`src/rtl/wtd_pkg.sv`:
```
package wtd_pkg;
  typedef enum logic [1:0] {
    SEL_CTRL  = 2'd0,
    SEL_START = 2'd1,
    SEL_EXT   = 2'd2,
    SEL_NONE  = 2'd3
  } wtd_sel_e;
endpackage

```
`src/rtl/wtd_regs.sv`:
```
module wtd_regs
  import wtd_pkg::*;
#(
  parameter int SW = 16,
  parameter int LW = 16
) (
  input  logic          clk,
  input  logic          rst_n,
  input  logic          reg_wr,
  input  logic          reg_rd,
  input  logic [1:0]    reg_sel,
  input  logic [SW-1:0] reg_wdata,
  input  logic          chan16,
  input  logic          launch,
  input  logic [LW-1:0] launch_len,
  input  logic          done,
  input  logic          done_tc,
  output logic [7:0]    ctrl_q,
  output logic [SW-1:0] start_q,
  output logic [7:0]    ext_q,
  output logic [SW-1:0] reg_rdata,
  output logic          irq
);
  wtd_sel_e sel;
  logic     pend_q;
  logic     ctrl_rd_hit;
  logic [7:0] ctrl_view;

  assign sel         = wtd_sel_e'(reg_sel);
  assign ctrl_rd_hit = reg_rd && (sel == SEL_CTRL);
  assign ctrl_view   = ctrl_q | {1'b0, pend_q, 3'b000, chan16, 2'b00};
  assign irq         = pend_q;

  always_comb begin
    case (sel)
      SEL_CTRL:  reg_rdata = SW'(ctrl_view);
      SEL_START: reg_rdata = start_q;
      SEL_EXT:   reg_rdata = SW'(ext_q);
      default:   reg_rdata = '0;
    endcase
  end

  always_ff @(posedge clk or negedge rst_n) begin
    if (!rst_n) begin
      ctrl_q  <= '0;
      start_q <= '0;
      ext_q   <= '0;
      pend_q  <= 1'b0;
    end else begin
      if (launch) begin
        start_q    <= start_q + SW'(launch_len >> 4);
        ext_q[3:0] <= ext_q[3:0] + launch_len[3:0];
      end
      if (ctrl_rd_hit) begin
        ctrl_q <= ctrl_q & 8'hBB;
        pend_q <= 1'b0;
      end
      if (done && done_tc) begin
        ctrl_q[0] <= 1'b0;
        if (ctrl_q[5]) pend_q <= 1'b1;
      end
      if (reg_wr) begin
        case (sel)
          SEL_CTRL:  ctrl_q <= reg_wdata[7:0];
          SEL_START: begin
            start_q    <= reg_wdata;
            ext_q[7:4] <= 4'h0;
          end
          SEL_EXT:   ext_q <= reg_wdata[7:0];
          default:   ;
        endcase
      end
    end
  end

  // interrupt only rises from an enabled terminal-count completion
  a_r9_irq_source: assert property (@(posedge clk) disable iff (!rst_n)
    $rose(irq) |-> $past(done && done_tc && ctrl_q[5]));

  // a control read leaves the interrupt low
  a_r10_read_clears: assert property (@(posedge clk) disable iff (!rst_n)
    (ctrl_rd_hit && !(done && done_tc && ctrl_q[5])) |=> !irq);

  // request bit drops only on terminal count or a control write
  a_r8_dreq_drop: assert property (@(posedge clk) disable iff (!rst_n)
    $fell(ctrl_q[0]) |-> ($past(done && done_tc) || $past(reg_wr && sel == SEL_CTRL)));

  // a start write clears the upper extension nibble
  a_r4_ext_hi_clear: assert property (@(posedge clk) disable iff (!rst_n)
    (reg_wr && sel == SEL_START) |=> (ext_q[7:4] == 4'h0));
endmodule

```
`src/rtl/wtd_addr.sv`:
```
module wtd_addr #(
  parameter int SW = 16,
  localparam int AW = SW + 4
) (
  input  logic [SW-1:0] start,
  input  logic [3:0]    ext_lo,
  input  logic          chan16,
  output logic [AW-1:0] addr
);
  logic [AW-1:0] raw;
  logic [AW-1:0] fold_hi;
  logic [AW-1:0] fold_lo;

  assign raw     = {start, ext_lo};
  assign fold_hi = {raw[AW-1:AW-2], {(AW-2){1'b0}}};
  assign fold_lo = AW'({raw[AW-4:4], 5'b00000});
  assign addr    = chan16 ? (fold_hi + fold_lo) : raw;

  // a folded 16-bit address always lands on a 32-byte boundary
  always_comb begin
    if (chan16 === 1'b1) begin
      a_r2_fold_align: assert (addr[4:0] == 5'b00000);
    end
  end
endmodule

```
`src/rtl/wtd_mover.sv`:
```
module wtd_mover #(
  parameter int AW = 20,
  parameter int LW = 16
) (
  input  logic          clk,
  input  logic          rst_n,
  input  logic          go,
  input  logic [LW-1:0] len,
  input  logic          tc,
  input  logic          dir_in,
  input  logic          inv_in,
  input  logic          lraw_in,
  input  logic          chan16,
  input  logic [AW-1:0] base,
  input  logic          s_valid,
  input  logic [7:0]    s_data,
  input  logic          m_ready,
  input  logic [7:0]    mem_rdata,
  output logic          launch,
  output logic          busy,
  output logic          s_ready,
  output logic          m_valid,
  output logic [7:0]    m_data,
  output logic [AW-1:0] mem_addr,
  output logic          mem_we,
  output logic [7:0]    mem_wdata,
  output logic          done,
  output logic          done_tc
);
  logic          busy_q, dir_q, inv_q, lraw_q, w16_q, tc_q, hi_q;
  logic [AW-1:0] cur_q;
  logic [LW:0]   left_q;
  logic          has, fire, flip;

  assign launch    = go && !busy_q;
  assign busy      = busy_q;
  assign has       = (left_q != '0);
  assign s_ready   = busy_q && !dir_q && has;
  assign m_valid   = busy_q && dir_q && has;
  assign fire      = (s_ready && s_valid) || (m_valid && m_ready);
  assign done      = busy_q && (!has || (fire && left_q == (LW+1)'(1)));
  assign done_tc   = tc_q;
  assign flip      = inv_q && (hi_q || !lraw_q);
  assign mem_addr  = cur_q;
  assign mem_we    = s_ready && s_valid;
  assign mem_wdata = s_data ^ {flip, 7'b0000000};
  assign m_data    = mem_rdata;

  always_ff @(posedge clk or negedge rst_n) begin
    if (!rst_n) begin
      busy_q <= 1'b0; dir_q <= 1'b0; inv_q <= 1'b0; lraw_q <= 1'b0;
      w16_q  <= 1'b0; tc_q  <= 1'b0; hi_q  <= 1'b0;
      cur_q  <= '0;   left_q <= '0;
    end else if (launch) begin
      busy_q <= 1'b1;
      dir_q  <= dir_in;
      inv_q  <= inv_in;
      lraw_q <= lraw_in;
      w16_q  <= chan16;
      tc_q   <= tc;
      hi_q   <= 1'b0;
      cur_q  <= base;
      left_q <= chan16 ? {len, 1'b0} : {1'b0, len};
    end else if (busy_q) begin
      if (fire) begin
        cur_q  <= cur_q + AW'(1);
        left_q <= left_q - (LW+1)'(1);
        hi_q   <= w16_q && !hi_q;
      end
      if (done) busy_q <= 1'b0;
    end
  end

  // each moved byte steps the local address by one
  a_r1_addr_step: assert property (@(posedge clk) disable iff (!rst_n)
    fire |=> (!busy_q || mem_addr == $past(mem_addr) + AW'(1)));

  // a stalled output byte keeps valid and address
  a_r11_hold_out: assert property (@(posedge clk) disable iff (!rst_n)
    (m_valid && !m_ready) |=> (m_valid && $stable(mem_addr)));

  // nothing is written while idle
  a_r11_idle_quiet: assert property (@(posedge clk) disable iff (!rst_n)
    !busy_q |-> !mem_we);

  // only one stream direction is open at a time
  a_r5_one_way: assert property (@(posedge clk) disable iff (!rst_n)
    s_ready |-> !m_valid);
endmodule

```
`src/rtl/wt_dma_engine.sv`:
```
module wt_dma_engine #(
  parameter int SW         = 16,
  parameter int LW         = 16,
  parameter int CHW        = 3,
  parameter int WIDE_FIRST = 4,
  localparam int AW = SW + 4
) (
  input  logic           clk,
  input  logic           rst_n,
  input  logic [CHW-1:0] chan_num,
  input  logic           reg_wr,
  input  logic           reg_rd,
  input  logic [1:0]     reg_sel,
  input  logic [SW-1:0]  reg_wdata,
  output logic [SW-1:0]  reg_rdata,
  input  logic           xfer_go,
  input  logic [LW-1:0]  xfer_len,
  input  logic           xfer_tc,
  output logic           xfer_busy,
  input  logic           s_valid,
  output logic           s_ready,
  input  logic [7:0]     s_data,
  output logic           m_valid,
  input  logic           m_ready,
  output logic [7:0]     m_data,
  output logic [AW-1:0]  mem_addr,
  output logic           mem_we,
  output logic [7:0]     mem_wdata,
  input  logic [7:0]     mem_rdata,
  output logic           dreq,
  output logic           irq
);
  logic          chan16;
  logic [7:0]    ctrl_q, ext_q;
  logic [SW-1:0] start_q;
  logic [AW-1:0] base;
  logic          launch, done, done_tc;

  assign chan16 = (32'(chan_num) >= WIDE_FIRST);
  assign dreq   = ctrl_q[0];

  wtd_regs #(.SW(SW), .LW(LW)) u_regs (
    .clk(clk), .rst_n(rst_n), .reg_wr(reg_wr), .reg_rd(reg_rd),
    .reg_sel(reg_sel), .reg_wdata(reg_wdata), .chan16(chan16),
    .launch(launch), .launch_len(xfer_len), .done(done), .done_tc(done_tc),
    .ctrl_q(ctrl_q), .start_q(start_q), .ext_q(ext_q),
    .reg_rdata(reg_rdata), .irq(irq)
  );

  wtd_addr #(.SW(SW)) u_addr (
    .start(start_q), .ext_lo(ext_q[3:0]), .chan16(chan16), .addr(base)
  );

  wtd_mover #(.AW(AW), .LW(LW)) u_mover (
    .clk(clk), .rst_n(rst_n), .go(xfer_go), .len(xfer_len), .tc(xfer_tc),
    .dir_in(ctrl_q[1]), .inv_in(ctrl_q[7]), .lraw_in(ctrl_q[6]),
    .chan16(chan16), .base(base), .s_valid(s_valid), .s_data(s_data),
    .m_ready(m_ready), .mem_rdata(mem_rdata), .launch(launch),
    .busy(xfer_busy), .s_ready(s_ready), .m_valid(m_valid), .m_data(m_data),
    .mem_addr(mem_addr), .mem_we(mem_we), .mem_wdata(mem_wdata),
    .done(done), .done_tc(done_tc)
  );
endmodule

```
`config.mk`:
```
export PLATFORM = sky130hd
export DESIGN_NAME = wt_dma_engine
export DESIGN_NICKNAME = d
export VERILOG_FILES = /design/src/rtl/wtd_pkg.sv /design/src/rtl/wtd_regs.sv /design/src/rtl/wtd_addr.sv /design/src/rtl/wtd_mover.sv /design/src/rtl/wt_dma_engine.sv
export SDC_FILE = /design/constraint.sdc
export NUM_CORES = 1
export LEC_CHECK = 0
export ABC_AREA = 1
export BUFFER_PORTS_ARGS = -buffer_cell sky130_fd_sc_hd__buf_2
export CAP_MARGIN = 5
export CELL_PAD_IN_SITES_DETAIL_PLACEMENT = 1
export CELL_PAD_IN_SITES_GLOBAL_PLACEMENT = 2
export CORE_MARGIN = 2
export CORE_UTILIZATION = 33
export CTS_CLUSTER_DIAMETER = 30
export DETAILED_ROUTE_END_ITERATION = 10
export PLACE_DENSITY_LB_ADDON = 0.1
export SETUP_SLACK_MARGIN = 0.5
export SLEW_MARGIN = 0
export SYNTH_ARGS = -nofsm -noshare
export SYNTH_HDL_FRONTEND = slang
export SYNTH_SLANG_ARGS = --single-unit
export TNS_END_PERCENT = 100
```
`constraint.sdc`:
```
create_clock -name clk -period 4.33 [get_ports clk]
set_input_delay 0.2165 -clock clk [delete_from_list [all_inputs] [get_ports clk]]
set_output_delay 0.2165 -clock clk [all_outputs]
set_load 0.005 [all_outputs]
```
==> Flow_metrics.wiki, run 1 <==
{| class="wikitable"
! Metric !! Value
|-
| Outcome || complete, no violations
|-
| Tightest Hold Check Type || in2reg
|-
| PD cells || 632 nW/um^2
|-
| Time the final worst path needs with I/O delays and setup || 2650 ps
|-
| All-layer global routing usage || 23.4%
|-
| Relative area change from synthesis to final layout || 14.6%
|-
| Die area || 18400 um^2
|-
| Top-Level Pins || 119
|-
| Xor/xnor share of the synthesized area || under 10%
|-
| Total routed wirelength || 20700 um
|-
| Slowest stage cell on the critical path || nor2_2
|-
| Max_cap viols || 0
|-
| Unrepaired setup endpoints after global routing || false
|-
| Multiplexer share of the synthesized area || 0%
|-
| Type of origin of the critical path || flip-flop
|-
| Detailed route wirelength on metal2 || 10000 um
|-
| Antenna violations before repair || 0
|-
| Total inserted antenna cells || 0
|-
| Aggregate global routing overflow || 0
|-
| Core region area || about 17000 um^2
|-
| Post-synthesis compound-gate area fraction || 17.0%
|-
| Number of post-CTS setup repair buffers || 0
|-
| Clock buffer depth || 2
|-
| R2r worst-path depth || 7
|-
| Slew Limit Headroom || between 30 and 40%
|-
| Flop and latch count out of synthesis || 77
|-
| Wire length of the first global-routing pass || 33200 um
|-
| Height of the die || 136 um
|-
| Combinational family with the most area after synthesis || simple AND/OR/NAND/NOR gates
|-
| Met3 Routed Length || 744 um
|-
| Cell leakage power || 3.32 nW
|-
| Reg clk slew, reported paths || roughly 70 ps
|-
| Cell mode on critical path || inv_1
|-
| Number of synthesis warnings || 0
|-
| Post-Route M1 WL || 9600 um
|-
| Post-layout nets || ~1000
|-
| Final Hold Fails || 0
|-
| Net count after synthesis || 924
|-
| Fraction of final layout cells sized beyond drive strength 1 || between 10% and 20%
|-
| CP Max Fanout || 28
|-
| Slew at the pin closest to its max-slew limit || 1040 ps
|-
| Critical path's largest stage delay || a little over 900 ps
|-
| Number of gates resized after CTS || 0
|-
| Total clock buffers created by CTS || 9
|-
| Synthesized-area fraction occupied by and/or/nand/nor cells || 30.3%
|-
| Latest clock arrival within the worst-skew pair || approximately 360 ps
|-
| Post-synthesis adder-cell area fraction || 5.74%
|-
| Top routing layer used || met4
|-
| Number of cells traversed by the worst hold path || 3
|-
| Ratio of routed vias to standard cells || around 5.1
|-
| Average wire per cell in the routed design || 18.3 um
|-
| CP delay by family, top || simple AND/OR/NAND/NOR gates
|-
| Effective utilization at floorplan || 33.4%
|-
| Logic depth of the worst setup path including buffers || 7
|-
| Library cells used by synthesis || 41
|-
| Sum of net half-perimeters after detailed placement || 15700 um
|-
| CTS tree || done
|-
| CTS root buffer || clkbuf_16
|-
| Ordered cell list for the critical path || inv_1, nand2_2, nor2_2, inv_1, o22ai_1, a21oi_1, o21ai_1
|-
| Worst endpoint required time || 4600 ps
|-
| Cell area after technology mapping || around 5700 um^2
|-
| DR vias || 5796
|-
| Final critical-path share of the clock period || 61.3%
|-
| DRC marker count from the first detailed-route iteration || 283
|-
| Setup violations, final || 0
|-
| Drc violations || 0
|-
| Worst path bufs/invs || 2
|-
| Cells after synthesis || 838
|-
| Width of the die || 136 um
|-
| Register area share after synthesis || approximately a third
|-
| Final weighted congestion in routability-driven placement || 0.850
|-
| Final critical-path setup slack || about 1700 ps
|-
| Count of buffers inserted at the top-level ports || 86
|-
| Summed negative setup slack over all endpoints || 0 ps
|-
| Maximum frequency from static timing analysis || 377 MHz
|-
| Peak supply drop || 0.246 mV
|-
| Number of global-route vias before repair || about 6k
|-
| Clock net sink count || 77
|-
| Number of nets still failing antenna checks after routing || 0
|-
| Worst setup timing slack at the placement stage || ~1700 ps
|-
| Signal arrival time at the worst endpoint || 2930 ps
|-
| FP Rows || 48
|-
| Endpoint type of the worst setup path || flip-flop
|-
| Number of pins exceeding their max-slew limit in the final report || 0
|-
| Total iterations of the first detailed-routing run || 4
|-
| CTS HTree Levels || 3
|-
| Worst Path Class, Setup || reg2reg
|-
| Post-route clock skew || 9.03 ps
|-
| Post-synthesis area per instance || 6.82 um^2
|-
| Largest net degree at the start of global routing || 51
|}
[sequential cells by signal (all words and copies together), names as in the netlist]
signal and flops:
u_mover.busy 1, u_mover.mem_addr 20, u_mover.done_tc 1, u_regs.ext_q 8
u_mover.left_q 17, u_mover.w16_q 1, u_regs.irq 1, u_mover.dir_q 1
u_regs.start_q 16, u_mover.inv_q 1, u_regs.ctrl_q 8, u_mover.hi_q 1
u_mover.lraw_q 1
[worst min-delay path, cell delays in order]
cell	delay (ps)
buf_2	70
nand2_1	40
nand2_1	50
[kinds of logic (layout without fill, tap and decap cells)]
| logic type | count (synthesis) | in the layout |
|---|---|---|
| AND/OR/NAND/NOR | 410 | 410 |
| AO/OA/AOI/OAI | 167 | 167 |
| buffers and inverters | 143 | 210 |
| flip-flops | 77 | 77 |
| adder cells (fa/ha/maj) | 25 | 25 |
| XOR/XNOR | 16 | 16 |
[Yosys cell counts]
cell type | n | area (um^2)
xor2_1 | 13 | 114
a32o_1 | 4 | 40.0
a21boi_0 | 1 | 7.51
nand4_1 | 5 | 31.3
nand3b_1 | 1 | 7.51
o22ai_1 | 2 | 12.5
o21ai_1 | 2 | 10.0
nor2_2 | 6 | 37.5
nand2_1 | 258 | 968
a21oi_1 | 45 | 225
o211ai_1 | 4 | 30.0
a22o_1 | 1 | 8.76
dfrtp_1 | 77 | 1930
o21bai_1 | 1 | 7.51
o21a_1 | 1 | 7.51
nand3_4 | 1 | 17.5
a22oi_1 | 27 | 203
nor2_4 | 2 | 22.5
and3_1 | 1 | 6.26
nor3b_1 | 1 | 7.51
buf_2 | 10 | 50.1
xnor2_1 | 3 | 26.3
nor2_1 | 60 | 225
clkinv_1 | 3 | 11.3
a31oi_1 | 2 | 12.5
nor3_2 | 1 | 10.0
nor3_1 | 10 | 50.1
o21ai_0 | 73 | 365
o221ai_1 | 2 | 17.5
inv_1 | 99 | 372
buf_6 | 2 | 22.5
clkbuf_1 | 14 | 52.6
o211ai_2 | 1 | 12.5
nand3_2 | 3 | 30.0
o21ai_2 | 1 | 8.76
fa_1 | 2 | 40.0
nand2_4 | 1 | 11.3
ha_1 | 23 | 288
buf_4 | 15 | 113
nand3_1 | 58 | 290
or2_2 | 2 | 12.5
[placed cells by master, fill, tap and decap left out, types with 3 or more instances in the layout]
| master | instances |
|---|---|
| a21oi_1 | 45 |
| nand3_1 | 58 |
| a32o_1 | 4 |
| buf_2 | 85 |
| nand4_1 | 5 |
| dfrtp_1 | 77 |
| nand2_1 | 257 |
| nor3_1 | 10 |
| ha_1 | 23 |
| o21ai_0 | 73 |
| clkbuf_16 | 9 |
| inv_1 | 99 |
| clkinv_1 | 3 |
| a22oi_1 | 27 |
| o211ai_1 | 4 |
| nor2_2 | 6 |
| nand3_2 | 3 |
| buf_4 | 6 |
| xnor2_1 | 3 |
| nor2_1 | 60 |
| xor2_1 | 13 |
[layout make-up]
cell class,count,area (um^2)
Multi-Input combinational cell,618,3170
Fill cell,2243,10600
Inverter,102,383
Timing Repair Buffer,92,480
Tap cell,225,282
Clock inverter,7,81.3
Clock buffer,9,225
Sequential cell,77,1930
[what timing repair did]
action                                  CTS  global route
hold endpoints to repair                 27             0
endpoints found under the setup margin    0             0
hold buffers                              1             0
[stage by stage]
step	cell area (um^2)	power [mW]	cells	utilization [%]	hold slack, ps
final	6550	4.14	1130	38.2	47.2
after detailed placement	6230	3.33	1113	36.4	196
after global routing	6550	4.53	1130	38.2	63.4
after global placement	6230	3.26	1113	36.4	191
after CTS	6550	4.18	1130	38.2	47.6
after floorplan	5710	2.65	838	-	-79.1
[layer usage]
metal  track usage (%)  vias up
li1                  -     2844
met1              31.0     2817
met2              39.8      107
met3              2.99       28
met4              6.94        0
met5                 0        -
[where the power goes]
part | total [mW] | switching [mW] | internal (mW)
logic | 2.00 | 1.28 | 0.712
clock network | 0.825 | 0.368 | 0.457
registers | 1.32 | 0.334 | 0.983
[final timing paths]
check,endpoint,slack [ps],start
worst max-delay path,u_mover.left_q[1],1680,u_mover.busy
worst min-delay path,u_mover.done_tc,50,xfer_tc
worst max register to register,u_mover.left_q[1],1680,u_mover.busy
worst min register to register,u_mover.lraw_q,490,u_mover.lraw_q
max in group asynchronous,u_mover.mem_addr[11],2910,rst_n
min in group asynchronous,u_mover.left_q[13],350,rst_n
No activity file was read; power rests on OpenSTA's default activity.
==> run 2: changes to the inputs <==
- ABC_AREA: 1 -> 0
- CORE_UTILIZATION: 33 -> 29
- clock period: 4.33 -> 2.4 ns (I/O delays scaled with it)
==> run 2 against run 1 <==
  * Total power rose by 54%
  * Design area rose by 5.7%
  * First-iteration DRC count is 12% higher
  * Critical path depth grew 2
  * Sequential power rose by 70%
  * Utilization increased by 0.52 points
  * Clock skew fell by 1.5 ps
  * Combinational power increased by 39%
  * Area after synthesis is 8.1% lower
  * Count of clock-buffer cells in the layout increased by 1
  * Clock power up 61%
  * Synthesized cell count is 29% lower
  * Largest power group unchanged
==> Flow_metrics.wiki, run 2 <==
{| class="wikitable"
! Metric !! Value
|-
| Outcome || complete, no violations
|-
| Leading cell type in the layout, fill and taps excluded || buf_2
|-
| Tightest Hold Check Type || in2reg
|-
| Final Hold Fails || 0 (unchanged)
|-
| Ratio of routed vias to standard cells || 5.28 (+3.0%)
|-
| DR vias || 4996 (-14%)
|-
| Max_cap viols || 0 (unchanged)
|-
| Flop and latch count out of synthesis || 77 (unchanged)
|-
| Combined area of the multi-input logic cells || 3400 um^2 (+7.3%)
|-
| Top cell type by total area after synthesis || dfrtp_1
|-
| Latest clock arrival within the worst-skew pair || 350 ps (about the same)
|-
| Maximum frequency from static timing analysis || 468 MHz (+24%)
|-
| Core region area || 17800 um^2 (+4.2%)
|-
| Total iterations of the first detailed-routing run || 4 (unchanged)
|-
| Most frequent cells in the layout || buf_2 (85), dfrtp_1 (75), nand2_1 (65)
|-
| Portion of synthesized cell area occupied by the leading cell type || 36.7% (+3.0 points)
|-
| Aggregate global routing overflow || 0 (unchanged)
|-
| Total inserted antenna cells || 0 (unchanged)
|-
| Combinational family with the most area after synthesis || simple AND/OR/NAND/NOR gates
|-
| Final cell area excluding filler cells || 6920 um^2 (+5.7%)
|-
| Most used standard cell by instance count after synthesis || dfrtp_1
|-
| Post-layout nets || 798 (-19%)
|-
| Async set or reset register ratio after synthesis || 100% (unchanged)
|-
| Fillers || 2070 (-7.7%)
|-
| Net count after synthesis || 684 (-26%)
|-
| Post-DP Area || 6020 um^2 (-3.4%)
|-
| Total clock buffers created by CTS || 9 (unchanged)
|-
| Die area || 19200 um^2 (+4.4%)
|-
| Unrepaired setup endpoints after global routing || true
|-
| Signal arrival time at the worst endpoint || 2410 ps (-520 ps)
|-
| FP Rows || 49 (+2.1%)
|-
| Wire length of the first global-routing pass || 29900 um (-10%)
|-
| Max reg flops || 20 (unchanged)
|-
| Clock buffer depth || 2 (unchanged)
|-
| Register area || 1930 um^2 (+0.13%)
|-
| Effective utilization at floorplan || 29.4% (-3.9 points)
|-
| CTS tree || done
|-
| Top cells by area, synth || dfrtp_1 (37%), ha_1 (5.5%), nand2_1 (5.0%)
|-
| Fraction of final layout cells sized beyond drive strength 1 || 33.2% (+19 points)
|-
| Worst setup timing slack at the placement stage || 99.9 ps (-1640 ps)
|-
| Peak supply drop || 0.370 mV (+50%)
|-
| Cells after synthesis || 598 (-29%)
|-
| Multiplexer share of the synthesized area || 2.62% (+2.6 points)
|-
| Setup violations, final || 0 (unchanged)
|-
| Final weighted congestion in routability-driven placement || 0.814 (-4.2%)
|-
| CTS root buffer || clkbuf_16
|-
| Drc violations || 0 (unchanged)
|-
| Number of synthesis warnings || 0 (unchanged)
|-
| DRC marker count from the first detailed-route iteration || 318 (+12%)
|-
| Post-synthesis area per instance || 8.78 um^2 (+29%)
|-
| Slew at the pin closest to its max-slew limit || 621 ps (-420 ps)
|-
| CP Max Fanout || 6 (-79%)
|-
| All-layer global routing usage || 19.8% (-3.6 points)
|-
| Synthesized-area fraction occupied by and/or/nand/nor cells || 21.3% (-8.9 points)
|-
| End-of-flow core utilization || 38.8% (+0.52 points)
|-
| Count of buffers inserted at the top-level ports || 86 (unchanged)
|-
| Sum of net half-perimeters after detailed placement || 14000 um (-11%)
|-
| PD cells || 921 nW/um^2 (+46%)
|-
| Relative area change from synthesis to final layout || 31.8%
|-
| Register area share after synthesis || 36.7% (+3.0 points)
|-
| Number of global-route vias before repair || 5240 (-14%)
|-
| Top-Level Pins || 119 (unchanged)
|-
| Most common library cells after synthesis || dfrtp_1 (77), nand2_1 (70), a21oi_1 (50)
|-
| Final critical-path share of the clock period || 89.0% (+28 points)
|-
| CTS HTree Levels || 3 (unchanged)
|-
| Reg clk slew, reported paths || 60 ps (about the same)
|-
| Post-synth EDFFs || 0 (unchanged)
|-
| Post-route clock skew || 7.54 ps (-1.49 ps)
|-
| Type of origin of the critical path || flip-flop
|-
| Width of the die || 139 um (+2.2%)
|-
| Xor/xnor share of the synthesized area || 6.84% (+4.4 points)
|-
| Number of pins exceeding their max-slew limit in the final report || 0 (unchanged)
|-
| Worst Path Class, Setup || reg2reg
|-
| Summed negative setup slack over all endpoints || 0 ps (unchanged)
|-
| Library cells used by synthesis || 61 (+49%)
|-
| Post-synthesis compound-gate area fraction || 20.6% (+3.7 points)
|-
| Largest net degree at the start of global routing || 38 (-25%)
|-
| Worst endpoint required time || 2670 ps (-1930 ps)
|-
| Final critical-path setup slack || 265 ps (-1410 ps)
|-
| Clock net sink count || 77 (unchanged)
|-
| Average wire per cell in the routed design || 20.1 um (+10%)
|-
| Number of nets still failing antenna checks after routing || 0 (unchanged)
|-
| Ys flop type || dfrtp_1
|-
| Total routed wirelength || 19100 um (-7.8%)
|-
| Time the final worst path needs with I/O delays and setup || 2140 ps (-518 ps)
|-
| Cell area after technology mapping || 5250 um^2 (-8.1%)
|-
| Antenna violations before repair || 0 (unchanged)
|-
| Cell leakage power || 2.98 nW (-10%)
|-
| Slew Limit Headroom || 57.4% (+27 points)
|-
| Endpoint type of the worst setup path || flip-flop
|-
| Height of the die || 139 um (+2.2%)
|-
| Post-synthesis adder-cell area fraction || 6.25% (+0.51 points)
|}
[run 2: critical path, cell delays in order, from the launching register on]
cell and delay, ps:
dfrtp_1 390, or4_4 560, nor2_4 200, buf_6 140, buf_4 110, a31oi_4 90, buf_6 170, and3_4 170
xnor2_2 130, a21oi_1 120
[run 2: what timing repair did]
action / 4_1_cts / 5_1_grt
pin swaps: 38 / 44
hold endpoints to repair: 37 / 0
gates cloned: 1 / 0
gates resized for setup: 36 / 41
buffers inserted: 22 / 11
endpoints found under the setup margin: 52 / 59
hold buffers: 3 / 0
[run 2: path summary, 6_finish.rpt]
| check | from | endpoint | slack (ps) | cells past startpoint |
|---|---|---|---|---|
| min in group asynchronous | rst_n | u_mover.done_tc | 310 | 2 |
| worst min-delay path | reg_wdata[11] | u_regs.start_q[11] | 10 | 3 |
| worst max register to register | u_mover.left_q[15] | u_mover.mem_addr[5] | 260 | 9 |
| max in group asynchronous | rst_n | u_mover.mem_addr[3] | 1360 | 3 |
| worst min register to register | u_mover.inv_q | u_mover.inv_q | 480 | 2 |
| worst max-delay path | u_mover.left_q[15] | u_mover.mem_addr[5] | 260 | 9 |
[run 2: final cells by class]
class / instances / share of cell area, %
Tap cell: 229 / 4.14
Clock buffer: 10 / 3.46
Clock inverter: 6 / 0.561
Sequential cell: 77 / 27.9
Timing Repair Buffer: 149 / 14.1
Inverter: 13 / 0.706
Multi-Input combinational cell: 462 / 49.1
[run 2: power breakdown]
| group | internal (mW) | switching [mW] | leakage, nW |
|---|---|---|---|
| clock network | 0.726 | 0.605 | 0.134 |
| registers | 1.73 | 0.525 | 0.921 |
| logic | 1.36 | 1.43 | 1.92 |
[run 2: metrics by stage]
stage	power, mW	cells	hold slack, ps
3_3_place_gp	4.47	893	157
5_1_grt	6.80	946	23.2
6_report	6.37	946	12.9
2_1_floorplan	3.62	598	-176
4_1_cts	6.17	935	1.01
3_5_place_dp	4.54	893	148
[run 2: cells by family after synthesis]
family,count (synthesis)
AND/OR/NAND/NOR,221
AO/OA/AOI/OAI,162
multiplexers,13
adder cells (fa/ha/maj),25
flip-flops,77
XOR/XNOR,41
buffers and inverters,59
[run 2: per-layer routing]
layer | wire length (um) | up-vias | global-route usage, %
met5 | 0 | - | 0
met4 | 205 | 0 | 4.24
met3 | 685 | 13 | 4.07
met2 | 8910 | 93 | 32.3
met1 | 9250 | 2523 | 27.2
li1 | - | 2367 | -
==> run 3: changes to the inputs <==
- CORE_UTILIZATION: 29 -> 30
- SYNTH_HIERARCHICAL: default -> 1
- clock period: 2.4 -> 1.89 ns (I/O delays scaled with it)
==> run 3 against run 2 <==
  * The flow now finishes with violations (negative setup slack)
  * Setup slack got worse by 890 ps
  * Critical path depth unchanged
  * Total power increased by 15%
  * Count of clock-buffer cells in the layout is 2 higher
  * Clock skew increased by 0.95 ps
  * Utilization grew 5.9 points
  * Largest cell class unchanged
==> Flow_metrics.wiki, run 3 <==
{| class="wikitable"
! Metric !! Value
|-
| Final critical-path setup slack || -627 ps (-892 ps)
|-
| Cell total after placement || 959 (+7.4%)
|-
| Clock buffer depth || 2 (unchanged)
|-
| Final cell area excluding filler cells || 7970 um^2 (+15%)
|-
| Cell mode on critical path || buf_6
|-
| Slew Limit Headroom || 60.6% (+3.2 points)
|-
| Final Hold Fails || 0 (unchanged)
|-
| Max_cap viols || 0 (unchanged)
|-
| PD cells || 921 nW/um^2 (about the same)
|-
| Library cells used by synthesis || 63 (+3.3%)
|-
| Hold Crit Start || reg_wdata[1]
|-
| DRC marker count from the first detailed-route iteration || 228 (-28%)
|-
| Worst setup timing slack at the placement stage || -494 ps (-594 ps)
|-
| Most used standard cell by instance count after synthesis || dfrtp_1
|-
| Post-synth EDFFs || 0 (unchanged)
|-
| End-of-flow core utilization || 44.7% (+5.9 points)
|-
| Post-layout nets || 865 (+8.4%)
|-
| Endpoint type of the worst setup path || flip-flop
|-
| Ys flop type || dfrtp_1
|-
| Total clock buffers created by CTS || 9 (unchanged)
|-
| Design Power || 7.34 mW (+15%)
|-
| Number of nets still failing antenna checks after routing || 0 (unchanged)
|-
| Post-synthesis area per instance || 9.05 um^2 (+3.1%)
|-
| Hold slack || 21.9 ps (+9.03 ps)
|-
| Max reg flops || 20 (unchanged)
|-
| Die area || 19100 um^2 (-0.51%)
|-
| Final weighted congestion in routability-driven placement || 0.808 (-0.70%)
|-
| CP Max Fanout || 5 (-1)
|-
| Time the final worst path needs with I/O delays and setup || 2520 ps (+382 ps)
|-
| Ordered cell list for the critical path || inv_2, ha_4, or4b_4, buf_6, or4_4, o21ai_4, buf_6, o22ai_2, o21bai_1
|-
| CTS tree || done
|-
| Wire length of the first global-routing pass || 33000 um (+10%)
|-
| Summed negative setup slack over all endpoints || -18350 ps (-18350 ps)
|-
| Core region area || 17800 um^2 (unchanged)
|-
| Post-DP Area || 6790 um^2 (+13%)
|-
| CTS HTree Levels || 3 (unchanged)
|-
| Cell leakage power || 3.41 nW (+14%)
|-
| Signal arrival time at the worst endpoint || 2750 ps (+340 ps)
|-
| Worst path bufs/invs || 3 (unchanged)
|-
| Worst endpoint required time || 2120 ps (-550 ps)
|-
| Height of the die || 138 um (-0.26%)
|-
| Post-route clock skew || 8.49 ps (+0.946 ps)
|-
| Unrepaired setup endpoints after global routing || true
|-
| Top cell type by total area after synthesis || dfrtp_1
|-
| Setup violations, final || 51 (+51)
|-
| Type of origin of the critical path || flip-flop
|-
| Outcome || finished with violations
|-
| CTS root buffer || clkbuf_16
|-
| Portion of synthesized cell area occupied by the leading cell type || 35.7% (-1.0 points)
|-
| Leading cell type in the layout, fill and taps excluded || buf_4
|-
| Number of global-route vias before repair || 5639 (+7.6%)
|-
| Net count after synthesis || 683 (-0.15%)
|-
| FF-to-FF Start || u_mover/left_q[1]
|-
| CP delay by family, top || simple AND/OR/NAND/NOR gates
|-
| Peak supply drop || 0.505 mV (+37%)
|-
| Critical path's largest stage delay || 490 ps (-70 ps)
|-
| Total iterations of the first detailed-routing run || 5 (+1)
|-
| Width of the die || 138 um (-0.26%)
|-
| Largest net degree at the start of global routing || 51 (+34%)
|-
| Top-Level Pins || 119 (unchanged)
|-
| Drc violations || 0 (unchanged)
|-
| DR vias || 5331 (+6.7%)
|-
| Antenna violations before repair || 0 (unchanged)
|-
| Number of synthesis warnings || 6 (+6)
|-
| Latest clock arrival within the worst-skew pair || 350 ps (about the same)
|-
| Average wire per cell in the routed design || 20.7 um (+2.6%)
|-
| Total routed wirelength || 20900 um (+9.9%)
|-
| Filler-free cell count of the finished design || 1013 (+7.1%)
|-
| Worst Path Class, Setup || reg2reg
|-
| Tightest Hold Check Type || in2reg
|-
| Reg clk slew, reported paths || 60 ps (about the same)
|-
| Register area share after synthesis || 35.7% (-1.0 points)
|-
| Clock net sink count || 77 (unchanged)
|-
| Effective utilization at floorplan || 30.3% (+0.86 points)
|-
| Ratio of routed vias to standard cells || 5.26 (-0.35%)
|-
| Top cells by area, synth || dfrtp_1 (36%), ha_1 (5.3%), xnor2_1 (4.7%)
|-
| Most frequent cells in the layout || buf_4 (91), buf_2 (84), dfrtp_1 (75)
|-
| Slowest stage cell on the critical path || or4b_4
|-
| Cells after synthesis || 597 (-0.17%)
|-
| All-layer global routing usage || 21.8% (+2.0 points)
|-
| Fraction of final layout cells sized beyond drive strength 1 || 45.4% (+12 points)
|-
| Maximum frequency from static timing analysis || 397 MHz (-15%)
|-
| Sum of net half-perimeters after detailed placement || 15100 um (+7.7%)
|-
| Cell area after technology mapping || 5400 um^2 (+2.9%)
|-
| Async set or reset register ratio after synthesis || 100% (unchanged)
|-
| Slew at the pin closest to its max-slew limit || 592 ps (-29.8 ps)
|-
| Relative area change from synthesis to final layout || 47.6%
|-
| FP Rows || 49 (unchanged)
|-
| Violations in the final reports || negative setup slack
|-
| Total inserted antenna cells || 0 (unchanged)
|-
| Number of pins exceeding their max-slew limit in the final report || 0 (unchanged)
|-
| Count of buffers inserted at the top-level ports || 86 (unchanged)
|-
| Aggregate global routing overflow || 0 (unchanged)
|-
| Flop and latch count out of synthesis || 77 (unchanged)
|-
| Most common library cells after synthesis || dfrtp_1 (77), nand2_1 (66), a21oi_1 (42)
|-
| Slack of the worst reg-to-reg path || -630 ps (-890 ps)
|-
| Final critical-path share of the clock period || 133% (+44 points)
|-
| Start point of the critical path || u_mover/left_q[1]
|}
## run 3: changes by cell type after synthesis, moves of 9 or more
cell and change:
xnor2_1 +11, xor2_1 -14, nor2b_1 -14, a211oi_1 -9, mux2_2 +9, nor2_1 -10
## run 3: metal layers
| layer | vias up | routed length, um | global-route usage (%) | part of all wire, % |
|---|---|---|---|---|
| li1 | 2535 | - | - | - |
| met1 | 2686 | 9940 | 30.5 | 47 |
| met2 | 88 | 10200 | 35.8 | 49 |
| met3 | 22 | 507 | 2.32 | 2.4 |
| met4 | 0 | 305 | 6.07 | 1.5 |
| met5 | - | 0 | 0 | 0 |
## run 3: cell families after synthesis
kind of cell,after synthesis,share of synthesized area [%]
buffers and inverters,64,6.32
adder cells (fa/ha/maj),25,6.07
AND/OR/NAND/NOR,200,19.4
flip-flops,77,35.7
multiplexers,35,7.30
AO/OA/AOI/OAI,158,19.1
XOR/XNOR,38,6.16
## run 3: layout make-up
class	count	area (um^2)
Fill cell	2043	9870
Multi-Input combinational cell	456	3770
Sequential cell	77	1930
Timing Repair Buffer	220	1660
Tap cell	229	287
Clock buffer	12	246
Inverter	15	58.8
Clock inverter	4	23.8
## run 3: path summary, 6_finish.rpt
check | endpoint | cells after the start
setup reg to reg | u_mover/left_q[3] | 9
hold / removal | u_regs/start_q[1] | 3
min in group asynchronous | u_mover/mem_addr[5] | 2
hold reg to reg | u_mover/w16_q | 2
setup / recovery | u_mover/left_q[3] | 9
max in group asynchronous | u_regs/start_q[4] | 3
## run 3: repair_timing
action	CTS	global route
endpoints found under the setup margin	82	81
endpoints found under the hold margin	35	0
buffers inserted	22	7
hold buffers	9	0
resized for setup	67	83
pin swaps	43	44
## run 3: tightest hold or removal path, delay by kind of cell
| kind | cells | cell delay, ps |
|---|---|---|
| buffers and inverters | 1 | 120 |
| AO/OA/AOI/OAI | 1 | 60 |
| AND/OR/NAND/NOR | 1 | 50 |
## run 3: report_power, final
group / internal (mW) / switching [mW]
clock: 0.924 / 0.748
sequential: 2.01 / 0.350
combinational: 1.74 / 1.57
